`config.mk`:
```
export PLATFORM = sky130hd
export DESIGN_NAME = tap_scan_reg
export DESIGN_NICKNAME = d
export VERILOG_FILES = /design/src/rtl/scan_pkg.sv /design/src/rtl/scan_capture_cond.sv /design/src/rtl/scan_shift_stage.sv /design/src/rtl/scan_update_latch.sv /design/src/rtl/tap_scan_reg.sv
export SDC_FILE = /design/constraint.sdc
export NUM_CORES = 1
export LEC_CHECK = 0
export ABC_AREA = 1
export BUFFER_PORTS_ARGS = -buffer_cell sky130_fd_sc_hd__buf_4
export CAP_MARGIN = 20
export CORE_MARGIN = 2
export CORE_UTILIZATION = 49
export CTS_CLUSTER_DIAMETER = 200
export DETAILED_ROUTE_END_ITERATION = 10
export GPL_TIMING_DRIVEN = 1
export PLACE_DENSITY = 0.77
export SLEW_MARGIN = 30
export SYNTH_ARGS = -nofsm -noshare
export SYNTH_HDL_FRONTEND = slang
export SYNTH_HIERARCHICAL = 1
export SYNTH_SLANG_ARGS = --single-unit
```
`constraint.sdc`:
```
create_clock -name clk -period 0.9 [get_ports clk]
set_clock_uncertainty 0.1 [all_clocks]
set_input_delay 0.09 -clock clk [delete_from_list [all_inputs] [get_ports clk]]
set_output_delay 0.09 -clock clk [all_outputs]
set_load 0.05 [all_outputs]
```
`src/rtl/scan_pkg.sv`:
```
package scan_pkg;
  // Selects which role the scan register plays.
  typedef enum logic {
    SCAN_DATA  = 1'b0,
    SCAN_INSTR = 1'b1
  } scan_kind_e;

  // Fixed marker placed in the low capture bits of an instruction register.
  localparam logic [1:0] INSTR_CAPTURE_TAG = 2'b01;
endpackage

```
`src/rtl/scan_capture_cond.sv`:
```
module scan_capture_cond #(
  parameter int                   WIDTH = 8,
  parameter scan_pkg::scan_kind_e KIND  = scan_pkg::SCAN_INSTR
) (
  input  logic [WIDTH-1:0] raw_in,
  output logic [WIDTH-1:0] cond_out
);
  // Instruction role: the two lowest bits always read back the fixed tag.
  generate
    if (KIND == scan_pkg::SCAN_INSTR && WIDTH > 2) begin : g_instr_wide
      assign cond_out = {raw_in[WIDTH-1:2], scan_pkg::INSTR_CAPTURE_TAG};
    end else if (KIND == scan_pkg::SCAN_INSTR) begin : g_instr_narrow
      assign cond_out = scan_pkg::INSTR_CAPTURE_TAG[WIDTH-1:0];
    end else begin : g_data
      assign cond_out = raw_in;
    end
  endgenerate

  // the tag is present whenever the instruction role is chosen
  always_comb begin
    if (KIND == scan_pkg::SCAN_INSTR && WIDTH >= 2)
      assert_instr_tag_R8: assert (cond_out[1:0] == scan_pkg::INSTR_CAPTURE_TAG || $isunknown(raw_in));
  end
endmodule

```
`src/rtl/scan_shift_stage.sv`:
```
module scan_shift_stage #(
  parameter int WIDTH = 8
) (
  input  logic             clk,
  input  logic             rst,
  input  logic             cap_en,
  input  logic             shift_en,
  input  logic [WIDTH-1:0] cap_val,
  input  logic             ser_in,
  output logic [WIDTH-1:0] stage_q,
  output logic             ser_out
);
  always_ff @(posedge clk) begin
    if (rst) begin
      stage_q <= '0;
    end else if (cap_en) begin
      stage_q <= cap_val;
    end else if (shift_en) begin
      stage_q <= {ser_in, stage_q[WIDTH-1:1]};
    end
  end

  assign ser_out = stage_q[0];

  // capture loads the conditioned value, even alongside shift
  assert_capture_load_R1: assert property (@(posedge clk) disable iff (rst)
    cap_en |=> stage_q == $past(cap_val));

  // a lone shift moves one place toward the serial output
  assert_shift_step_R2: assert property (@(posedge clk) disable iff (rst)
    (shift_en && !cap_en) |=> ser_out == $past(stage_q[1 % WIDTH]) || WIDTH == 1);

  assert_shift_entry_R2: assert property (@(posedge clk) disable iff (rst)
    (shift_en && !cap_en) |=> stage_q[WIDTH-1] == $past(ser_in));

  // no strobe means the stage holds
  assert_pause_hold_R3: assert property (@(posedge clk) disable iff (rst)
    (!cap_en && !shift_en) |=> $stable(stage_q));
endmodule

```
`src/rtl/scan_update_latch.sv`:
```
module scan_update_latch #(
  parameter int               WIDTH     = 8,
  parameter logic [WIDTH-1:0] RESET_VAL = '1
) (
  input  logic             clk,
  input  logic             rst,
  input  logic             upd_en,
  input  logic [WIDTH-1:0] stage_in,
  output logic [WIDTH-1:0] par_q
);
  // Written on the falling edge: mid-cycle of the update state.
  always_ff @(negedge clk) begin
    if (rst) begin
      par_q <= RESET_VAL;
    end else if (upd_en) begin
      par_q <= stage_in;
    end
  end

  // update transfers the stage contents
  assert_update_copy_R4: assert property (@(negedge clk) disable iff (rst)
    upd_en |=> par_q == $past(stage_in));

  // no update means a frozen parallel output
  assert_output_frozen_R5: assert property (@(negedge clk) disable iff (rst)
    !upd_en |=> $stable(par_q));
endmodule

```
`src/rtl/tap_scan_reg.sv`:
```
module tap_scan_reg #(
  parameter int                   WIDTH     = 8,
  parameter scan_pkg::scan_kind_e KIND      = scan_pkg::SCAN_INSTR,
  parameter logic [WIDTH-1:0]     RESET_VAL = '1
) (
  input  logic             clk,
  input  logic             rst,
  input  logic             cap_en,
  input  logic             shift_en,
  input  logic             upd_en,
  input  logic [WIDTH-1:0] cap_in,
  input  logic             ser_in,
  output logic             ser_out,
  output logic [WIDTH-1:0] par_out
);
  logic [WIDTH-1:0] cap_cond;
  logic [WIDTH-1:0] stage_q;

  scan_capture_cond #(.WIDTH(WIDTH), .KIND(KIND)) u_cond (
    .raw_in   (cap_in),
    .cond_out (cap_cond)
  );

  scan_shift_stage #(.WIDTH(WIDTH)) u_stage (
    .clk      (clk),
    .rst      (rst),
    .cap_en   (cap_en),
    .shift_en (shift_en),
    .cap_val  (cap_cond),
    .ser_in   (ser_in),
    .stage_q  (stage_q),
    .ser_out  (ser_out)
  );

  scan_update_latch #(.WIDTH(WIDTH), .RESET_VAL(RESET_VAL)) u_latch (
    .clk      (clk),
    .rst      (rst),
    .upd_en   (upd_en),
    .stage_in (stage_q),
    .par_q    (par_out)
  );

  // a reset seen at the falling edge leaves the default on the output
  logic rst_at_fall;
  always_ff @(negedge clk) rst_at_fall <= rst;

  always @(posedge clk) begin
    if (rst_at_fall === 1'b1)
      assert_reset_value_R6: assert (par_out == RESET_VAL);
  end

  // the stage leaves reset cleared
  assert_stage_clear_R6: assert property (@(posedge clk)
    rst |=> stage_q == '0);

  // update alongside shift publishes the pre-shift contents
  assert_update_before_shift_R9: assert property (@(posedge clk) disable iff (rst)
    (upd_en && shift_en && !cap_en) |=> par_out == {$past(stage_q)});
endmodule

```
# Word level (Yosys, flattened, before mapping)
# Index checks and enable logic that the tools add are counted.
# W data, S select, Z words.
dict set report totals {
  register_bits 16
  input_bits 14
  out_inout_bits 9
  word_cells 7
}
dict set report classes {
  mux 2
  n_reduce_logical 2
}
# operator n
set ops {}
lappend ops {{$mux W8} 2}
lappend ops {{$reduce_bool A2 Y1} 1}
lappend ops {{$reduce_or A2 Y1} 1}

# Depth between registers and ports, before layout
dict set report depth {
  ltp_word 2
  depth_mapped 6
  ltp_nobuf 5
}

# By module
# The synthesis kept the hierarchy.
# module instances cells_each area_each_um2 seq_area_each_um2
set by_module_without_submodules {}
lappend by_module_without_submodules {scan_shift_stage 1 67 426.7 160.2}
lappend by_module_without_submodules {scan_update_latch 1 36 282.8 160.2}
lappend by_module_without_submodules {scan_capture_cond 1 10 67.6 0.0}

==> flow_summary_export.csv <==
group,metric,value,unit
power_and_ir_drop,peakVddDrop,0.7643,mV
flow_run,drv_cap,0,
route,drtIter0Drc,27,
clock_tree,cts_inserted_buffers,3,
global_route,grt_max_degree,11,
critical_path,worstSetupPathType,"register to output port",
floorplan,pin_count,23,
final_layout,fin_cells,161,
placement,dp_slack,-0.2849,ns
yosys,syn_inst,113,
global_route,grtUsageTotal,19.02,%
route,vias_per_cell,4.689,
global_route,grt_overflow,0,
route,drtPass1Iterations,4,
final_layout,fillers,94,
final_layout,diodes,0,
sta,hold_viol,1,
critical_path,end_kind,"output port",
clock_tree,cts_max_level,1,
floorplan,core,0.001489,mm2
final_layout,num-nets-final,160,
global_route,grt_pass1_vias,644,
clock_tree,cts_tree,"yes",
clock_tree,clockRootBuffer,"clkbuf_4",
floorplan,die_h,43.82,um
critical_path,crit_path_start_kind,"register",
run_status,violations,"negative hold slack, negative setup slack",
route,antenna_left,0,
route,wl,1.830,mm
yosys,syn_avg_cell_area,6.876,um2
yosys,synthesis.area,777.0,um2
final_layout,multi_input_area,399.1,um2
sta,rsz0062_at_grt,"true",
placement,portBuffers,20,
placement,dp.cells,146,
clock_tree,clock-sinks,16,
critical_path,arrival,1.28,ns
route,wire_per_inst,11.37,um
yosys,synth.distinct_cells,10,
sta,fin_ws,-0.5659,ns
global_route,antenna_found_initial,0,
critical_path,path_cells,"buf_8",
placement,hpwlAfterDp,1.036,mm
floorplan,rows,14,
power_and_ir_drop,p_leak,0.6439,nW
route,drc,0,
sta,setup_violations,19,
run_status,status,"complete, but fails checks",
yosys,ys_seq_elements,16,
critical_path,critPathBufInv,1,
sta,slew_viol_final,0,
floorplan,start_util,52.18,%
yosys,synth_nets,127,
global_route,grt_pass1_wl,2.718,mm
floorplan,die_x,43.82,um
critical_path,crit_slowest_cell,"dfxtp_4",
critical_path,path_max_fanout,2,
clock_tree,insertion_delay,0.28,ns
route,vias,755,
power_and_ir_drop,p_per_area,1487,mW/mm2
clock_tree,path_clk_slew,0.10,ns
final_layout,area_growth,57.81,%
sta,whs,-0.006186,ns
placement,gp_congestion,0.8246,
critical_path,cp_top_family,"flip-flops",
clock_tree,clock_path_buffers,2,
critical_path,cp.required,0.71,ns
worst_hold_path,worstHoldPathType,"input port to register",
final_layout,seq_area,362.8,um2
critical_path,max_stage_delay,0.34,ns
final_layout,drive_gt1_share,51.72,%
floorplan,die_area,0.001920,mm2
yosys,synth-seq-area-share,41.22,%
yosys,synth_warnings,6,
area by class of cell:
class	instances	area share (%)
Timing Repair Buffer	33	27.96
Clock buffer	4	2.143
Clock inverter	8	2.449
Inverter	12	3.673
Tap cell	16	1.633
Sequential cell	16	29.59
Multi-Input combinational cell	72	32.55
power breakdown:
group	internal, mW	leakage [nW]	total, mW	switching (mW)
Combinational	0.229	0.449	0.505	0.276
Sequential	0.765	0.137	0.807	0.0422
Clock	0.218	0.0576	0.511	0.293
cells in the mapped netlist:
library cell	n	share of area, %
conb_1	2	0.97
inv_2	2	0.97
buf_4	10	9.7
nand2_1	50	24
nand3_1	14	9.0
a21oi_1	5	3.2
nor2_8	1	2.6
buf_6	2	2.9
dfxtp_1	16	41
inv_1	11	5.3
cells in the final DEF (no fill, tap or decap):
cell            n
buf_6           6
dfxtp_4         9
nand2_1        38
nand2_4         1
buf_4          16
clkbuf_1        1
nand3_4         1
nor2_8          1
nand3_1         7
inv_2           2
a21oi_1         2
clkbuf_4        3
nand3_2         6
buf_8           9
a21oi_2         3
inv_1          18
nand2_2        11
dfxtp_2         7
conb_1          2
dlygate4sd3_1   2
metrics by stage:
step	area [um2]	util [%]	setup TNS, ns	power [mW]	hold WS [ns]
global route	1226	82.35	-6.779	1.913	0.006767
detailed placement	959.7	64.45	-4.081	1.244	0.2910
finish	1226	82.35	-6.175	1.823	-0.006186
CTS	1144	76.81	-6.123	1.776	-0.02076
floorplan	823.3	-	-2.761	1.139	0.05165
global placement	959.7	64.45	-3.896	1.238	0.2857
kinds of logic (layout without fill, tap and decap cells):
logic type,Yosys count,after routing,share of synthesized area [%]
AND/OR/NAND/NOR,65,65,35.75
buffers and inverters,25,57,18.84
flip-flops,16,16,41.22
AO/OA/AOI/OAI,5,5,3.220
other,2,2,0.9665
path summary, 6_finish.rpt:
kind	cells past startpoint	slack, ns	from	end
setup / recovery	1	-0.57	u_latch/par_q[2]$_SDFFE_NP1P_	par_out[2]
hold / removal	3	-0.006	rst	u_stage/stage_q[6]$_SDFFE_PP0P_
setup reg to reg	2	-0.21	u_stage/stage_q[6]$_SDFFE_PP0P_	u_latch/par_q[6]$_SDFFE_NP1P_
hold reg to reg	2	0.39	u_latch/par_q[3]$_SDFFE_NP1P_	u_latch/par_q[3]$_SDFFE_NP1P_
routing by layer:
metal / track usage [%] / wire length, um / up-vias
li1: - / - / 393
met1: 23.77 / 738 / 334
met2: 31.47 / 948 / 26
met3: 2.500 / 130 / 2
met4: 10.30 / 13 / 0
met5: 0 / 0 / -
what timing repair did:
item                                    4_1_cts  5_1_grt
setup buffers                                 2        2
pin swaps                                     1        6
hold endpoints to repair                      7        0
endpoints found under the setup margin       17       24
hold buffers                                  2        0
resized for setup                            25       24
registers in the layout, summed over array words and instances (netlist names):
name and count:
u_latch/par_q 8, u_stage/stage_q 8
Note: power is estimated with default switching activity, not from simulation.
